==> src/rtl/skew_pkg.sv <==
package skew_pkg;
  typedef enum logic [1:0] {
    ILACE_NONE       = 2'd0,
    ILACE_SYNC       = 2'd1,
    ILACE_SYNC_VIDEO = 2'd2
  } ilace_e;

  typedef struct packed {
    logic [1:0] cur_skew;
    logic [1:0] disp_skew;
    logic [1:0] spare;
    logic [1:0] ilace;
  } skew_cfg_t;

  localparam logic [1:0] SKEW_NONE = 2'b00;
  localparam logic [1:0] SKEW_OFF  = 2'b11;

  function automatic ilace_e decode_ilace(input logic [1:0] f);
    unique case (f)
      2'b01:   return ILACE_SYNC;
      2'b11:   return ILACE_SYNC_VIDEO;
      default: return ILACE_NONE;
    endcase
  endfunction
endpackage

==> src/rtl/skew_cfg_reg.sv <==
module skew_cfg_reg
  import skew_pkg::*;
#(
  parameter int unsigned VAR_W = 3,
  parameter logic [(1<<VAR_W)-1:0] SKEW_VAR_MASK = 'b0001_1001
) (
  input  logic             clk_i,
  input  logic             rst_ni,
  input  logic             we_i,
  input  logic [7:0]       wdata_i,
  input  logic [VAR_W-1:0] variant_i,
  output logic [1:0]       disp_code_o,
  output logic [1:0]       cur_code_o,
  output ilace_e           ilace_o
);
  skew_cfg_t cfg_q;
  logic      honoured;

  always_ff @(posedge clk_i or negedge rst_ni) begin
    if (!rst_ni)   cfg_q <= '0;
    else if (we_i) cfg_q <= skew_cfg_t'(wdata_i);
  end

  assign honoured    = SKEW_VAR_MASK[variant_i];
  assign disp_code_o = honoured ? cfg_q.disp_skew : SKEW_NONE;
  assign cur_code_o  = honoured ? cfg_q.cur_skew  : SKEW_NONE;
  assign ilace_o     = decode_ilace(cfg_q.ilace);

  p_write_lands_r8: assert property (@(posedge clk_i) disable iff (!rst_ni)
    we_i |=> (ilace_o == decode_ilace($past(wdata_i[1:0]))));
  p_ilace_legal_r7: assert property (@(posedge clk_i) disable iff (!rst_ni)
    ilace_o != ilace_e'(2'b11));
endmodule

==> src/rtl/skew_line.sv <==
module skew_line #(
  parameter int unsigned DEPTH  = 2,
  parameter int unsigned CODE_W = 2
) (
  input  logic              clk_i,
  input  logic              rst_ni,
  input  logic              ce_i,
  input  logic              raw_i,
  input  logic [CODE_W-1:0] code_i,
  output logic              out_o
);
  localparam int unsigned N_TAP = DEPTH + 1;

  logic [DEPTH:1]   stage_q;
  logic [N_TAP-1:0] taps;

  assign taps[0] = raw_i;

  for (genvar k = 1; k <= DEPTH; k++) begin : g_stage
    always_ff @(posedge clk_i or negedge rst_ni) begin
      if (!rst_ni)   stage_q[k] <= 1'b0;
      else if (ce_i) stage_q[k] <= taps[k-1];
    end
    assign taps[k] = stage_q[k];
  end

  // codes beyond the last tap force the output off
  always_comb begin
    out_o = 1'b0;
    if (int'(code_i) < N_TAP) out_o = taps[code_i];
  end

  p_hold_no_ce_r9: assert property (@(posedge clk_i) disable iff (!rst_ni)
    !ce_i |=> $stable(stage_q));
endmodule

==> src/rtl/skew_delay_unit.sv <==
module skew_delay_unit
  import skew_pkg::*;
#(
  parameter int unsigned VAR_W = 3,
  parameter int unsigned DEPTH = 2,
  parameter logic [(1<<VAR_W)-1:0] SKEW_VAR_MASK = 'b0001_1001
) (
  input  logic             clk_i,
  input  logic             rst_ni,
  input  logic             char_ce_i,
  input  logic [VAR_W-1:0] variant_i,
  input  logic             cfg_we_i,
  input  logic [7:0]       cfg_wdata_i,
  input  logic             disp_raw_i,
  input  logic             cur_raw_i,
  output logic             disp_en_o,
  output logic             cur_en_o,
  output logic [1:0]       ilace_mode_o
);
  logic [1:0] disp_code, cur_code;
  ilace_e     ilace;

  skew_cfg_reg #(.VAR_W(VAR_W), .SKEW_VAR_MASK(SKEW_VAR_MASK)) i_cfg (
    .clk_i, .rst_ni,
    .we_i        (cfg_we_i),
    .wdata_i     (cfg_wdata_i),
    .variant_i,
    .disp_code_o (disp_code),
    .cur_code_o  (cur_code),
    .ilace_o     (ilace)
  );

  skew_line #(.DEPTH(DEPTH), .CODE_W(2)) i_disp (
    .clk_i, .rst_ni, .ce_i(char_ce_i),
    .raw_i(disp_raw_i), .code_i(disp_code), .out_o(disp_en_o)
  );

  skew_line #(.DEPTH(DEPTH), .CODE_W(2)) i_cur (
    .clk_i, .rst_ni, .ce_i(char_ce_i),
    .raw_i(cur_raw_i), .code_i(cur_code), .out_o(cur_en_o)
  );

  assign ilace_mode_o = ilace;

  p_nodelay_r2: assert property (@(posedge clk_i) disable iff (!rst_ni)
    (disp_code == SKEW_NONE) |-> (disp_en_o == disp_raw_i));
  p_off_disp_r4: assert property (@(posedge clk_i) disable iff (!rst_ni)
    (disp_code == SKEW_OFF) |-> !disp_en_o);
  p_off_cur_r4: assert property (@(posedge clk_i) disable iff (!rst_ni)
    (cur_code == SKEW_OFF) |-> !cur_en_o);
  p_ignored_r5: assert property (@(posedge clk_i) disable iff (!rst_ni)
    !SKEW_VAR_MASK[variant_i] |-> (disp_en_o == disp_raw_i && cur_en_o == cur_raw_i));
endmodule

==> config.mk <==
export PLATFORM = sky130hd
export DESIGN_NAME = skew_delay_unit
export DESIGN_NICKNAME = d
export VERILOG_FILES = /design/src/rtl/skew_pkg.sv /design/src/rtl/skew_cfg_reg.sv /design/src/rtl/skew_line.sv /design/src/rtl/skew_delay_unit.sv
export SDC_FILE = /design/constraint.sdc
export NUM_CORES = 1
export LEC_CHECK = 0
export CORE_MARGIN = 2
export CORE_UTILIZATION = 40
export DETAILED_ROUTE_END_ITERATION = 16
export PLACE_DENSITY = 0.75
export SLEW_MARGIN = 20
export SYNTH_ARGS = -nofsm -noshare
export SYNTH_HDL_FRONTEND = slang
export SYNTH_SLANG_ARGS = --single-unit
export TNS_END_PERCENT = 50
==> constraint.sdc <==
create_clock -name clk_i -period 2 [get_ports clk_i]
set_input_delay 0.6 -clock clk_i [delete_from_list [all_inputs] [get_ports clk_i]]
set_output_delay 0.6 -clock clk_i [all_outputs]
set_load 0.05 [all_outputs]
==> results.md <==
- Status: finished, violations left
- Violated checks: setup timing
- Number of cells produced by synthesis: 47
- GRT Total Usage: 0.139
- Clock tree skew after final layout: 0.00178 ns
- Post-synth top area cell: dfrtp_1
- Effective utilization at floorplan: 0.418
- Number of buffer cells added on primary ports: 18
- Startpoint of the most critical setup path: variant_i[1]
- Total gr overflow: 0
- Final design utilization: 0.652
- Final GP Congestion: 0.647
- Largest vdd supply drop: 0.718 mV
- Number of global-route vias before repair: roughly 410
- Die height: 40.4 um
- Area share of the leading cell type in the synthesized netlist: 0.472
- Min-Delay Path Class: flop to flop
- Global Route met1 Usage: 0.152
- Worst endpoint required time: 1.40 ns
- Flip-flop and latch count after synthesis: 10
- Standby leakage power: 0.359 nW
- Internal power: between 300 and 400 uW
- Startpoint of the most critical hold path: i_disp.stage_q[2]$_DFFE_PN0P_
- Slack of the critical path: -0.133 ns
- Source-to-sink clock delay at the later pin of the worst-skew pair: 0.24 ns
- Arrival time at the worst endpoint: between 1.5 and 2 ns
- Inserted Diodes: 0
- Buffer levels on the longest clock path: 2
- Cell types with the largest area share after synthesis: dfrtp_1 47%, mux2_4 11%, mux2_2 8.5%
- HPWL Detailed: 745 um
- Total power: about 540 uW
- Number of detailed-routing iterations run before antenna repair: 2
- Proportion of layout cells with a drive suffix above 1: 0.373
- Number of hold-repair buffers added at the cts stage: 0
- RR Startpoint: i_cfg.cfg_q[5]$_DFFE_PN0P_
- GR Util met2: 0.254
- Die footprint: 0.00163 sq mm
- Clock tree from TritonCTS: built
- Mean Syn Cell Area: 11.3 sq um
- Worst slew margin: 0.715
- PwrDens: 658 mW/mm^2
- Number of different library cells in the post-synthesis netlist: 17
- Synth Warn #: 0
- Layer with the highest usage after global routing: met2
- Starting DRT DRC Count: 1
- Number of core rows: 13
- Highest attainable clock frequency: 0.469 GHz
- Clock network power share: 0.228
- Hold_ws: 0.522 ns
- Number of buffers added by the clock tree synthesis step: 3
- Final wirelength: 860 um
- Vias after detailed routing: 410
- Setup CP Type: primary input to output pin
- Final setup fails: 2
- Nature of the critical path endpoint: output pin
- Sinks on the clock net: 10
- Layout Area Growth over Synthesis: 55.9%
- Final worst-path cycle share: 1.07
- Max Transition Viols Final: 0
- Seq pwr share: 0.441
- Maximum number of pins on one net before global-route repair: 11
- Detailed-route wire length per cell: 10.5 um
- Number of fill cells: 104
- Critical path fanouts, max: 4
- Unrepaired setup endpoints after global routing: yes
- Per-cell via count in the routed design: about 5
- Max_cap viols: 0
- Switching Share: 0.279
- Clock root buffer master: clkbuf_4
- Boundary pin count: 21
- Initial antenna violation count: 0
- Antenna-violating nets left: 0
- Core Footprint: 0.00127 sq mm
- Sequential share of the synthesized area: 0.472
- DRC violations left: 0
- H-Tree Level Count: 1
- Final hold violation count: 0
- CP startpoint kind: primary input
- Met3 demand-to-capacity share in global routing: 0.0333
- Switching power: between 150 and 200 uW
- Synth Net Count: 65
- Net count reported at finish: 87
- Die width: 40.4 um
- Clock slew seen by the registers of the worst setup and hold paths: 0.06 ns
- Worst slew pin tran: 0.426 ns
- Minimum clock period after layout: 2.13 ns
- Synth Cell Area: 531 sq um
- Global-route wire length before repair: 1500 um
- Share of total power in combinational logic: 0.332
==> state kept, by name, indices dropped and copies added, names as in the netlist <==
| register | count |
|---|---|
| i_cfg.cfg_q | 6 |
| i_disp.stage_q | 2 |
| i_cur.stage_q | 2 |
==> worst max-delay path, cell delays in order <==
cell and delay (ns):
buf_8 0.09, inv_12 0.03, ha_4 0.14, and2_4 0.14
o2111ai_2 0.18, nand4_1 0.16, buf_12 0.19
==> stage by stage <==
stage | instances | area (sq um) | setup TNS, ns | setup slack, ns
6_report | 82 | 827 | -0.259 | -0.133
3_3_place_gp | 79 | 793 | -1.37 | -0.692
4_1_cts | 82 | 823 | -0.317 | -0.161
3_5_place_dp | 79 | 793 | -1.40 | -0.705
5_1_grt | 82 | 827 | -0.382 | -0.197
2_1_floorplan | 47 | 578 | -0.326 | -0.163
==> cell type report <==
type                    count  area [sq um]  share of cell area
well taps                  15          18.8              0.0227
multi-input cells          32           284               0.343
repair buffers             18           219               0.265
clock buffers               3          22.5              0.0272
inverters                   4          32.5              0.0393
flip-flops and latches     10           250               0.303
==> logic make-up (layout without fill, tap and decap cells) <==
group                      after synthesis  in the layout  synth area share
adders and majority gates                1              1            0.0236
muxes                                    8              8             0.198
DFF                                     10             10             0.472
AOI/OAI and AO/OA                        6              6            0.0708
buffers and inverters                    5             25            0.0495
and+or+nand+nor                         17             17             0.186
==> synth_stat cells <==
master	number
nor2_1	2
and2_4	1
nand2_1	5
o21ai_0	4
buf_6	1
nor2_2	1
nand4_1	2
inv_1	4
dfrtp_1	10
nand3b_1	2
mux2_2	4
and3b_1	2
o2111ai_1	2
mux2_4	4
nor2b_1	1
ha_1	1
and2_1	1
==> metal layers <==
layer	wire, um	part of all wire
met2	447	0.52
met4	12	0.014
met3	56	0.065
met5	0	0
met1	343	0.40
==> placed cells by master (no fill, tap or decap), types with 2 or more instances in the layout <==
| cell type | count |
|---|---|
| o21ai_0 | 3 |
| buf_8 | 2 |
| nor2_1 | 2 |
| o2111ai_2 | 2 |
| mux2_2 | 4 |
| clkdlybuf4s50_1 | 11 |
| and3b_1 | 2 |
| mux2_4 | 4 |
| dfrtp_1 | 10 |
| buf_12 | 3 |
| clkbuf_4 | 3 |
| nand3b_1 | 2 |
| inv_1 | 2 |
| nand2_1 | 5 |
| nand4_1 | 2 |
==> final timing paths <==
kind / slack, ns / to / cells past startpoint
hold / removal: 0.52 / i_disp.stage_q[2]$_DFFE_PN0P_ / 1
hold reg to reg: 0.52 / i_disp.stage_q[2]$_DFFE_PN0P_ / 1
min in group asynchronous: 0.66 / i_cfg.cfg_q[0]$_DFFE_PN0P_ / 1
max in group asynchronous: 1.05 / i_cfg.cfg_q[6]$_DFFE_PN0P_ / 1
setup reg to reg: 1.20 / i_cfg.cfg_q[5]$_DFFE_PN0P_ / 1
setup / recovery: -0.13 / disp_en_o / 7
==> power groups by stage <==
stage               Sequential [mW]  Combinational, mW  Clock (mW)
floorplan                     0.240             0.0998           0
global placement              0.243              0.178           0
detailed placement            0.244              0.180           0
CTS                           0.241              0.183       0.128
global route                  0.244              0.193       0.136
finish                        0.240              0.181       0.124
==> timing repair <==
item                       in CTS  in global routing
pin swaps                       4                  1
setup endpoints to repair       2                  2
gates resized for setup        17                  1
buffers inserted                0                  0
No activity file was read; power rests on OpenSTA's default activity.
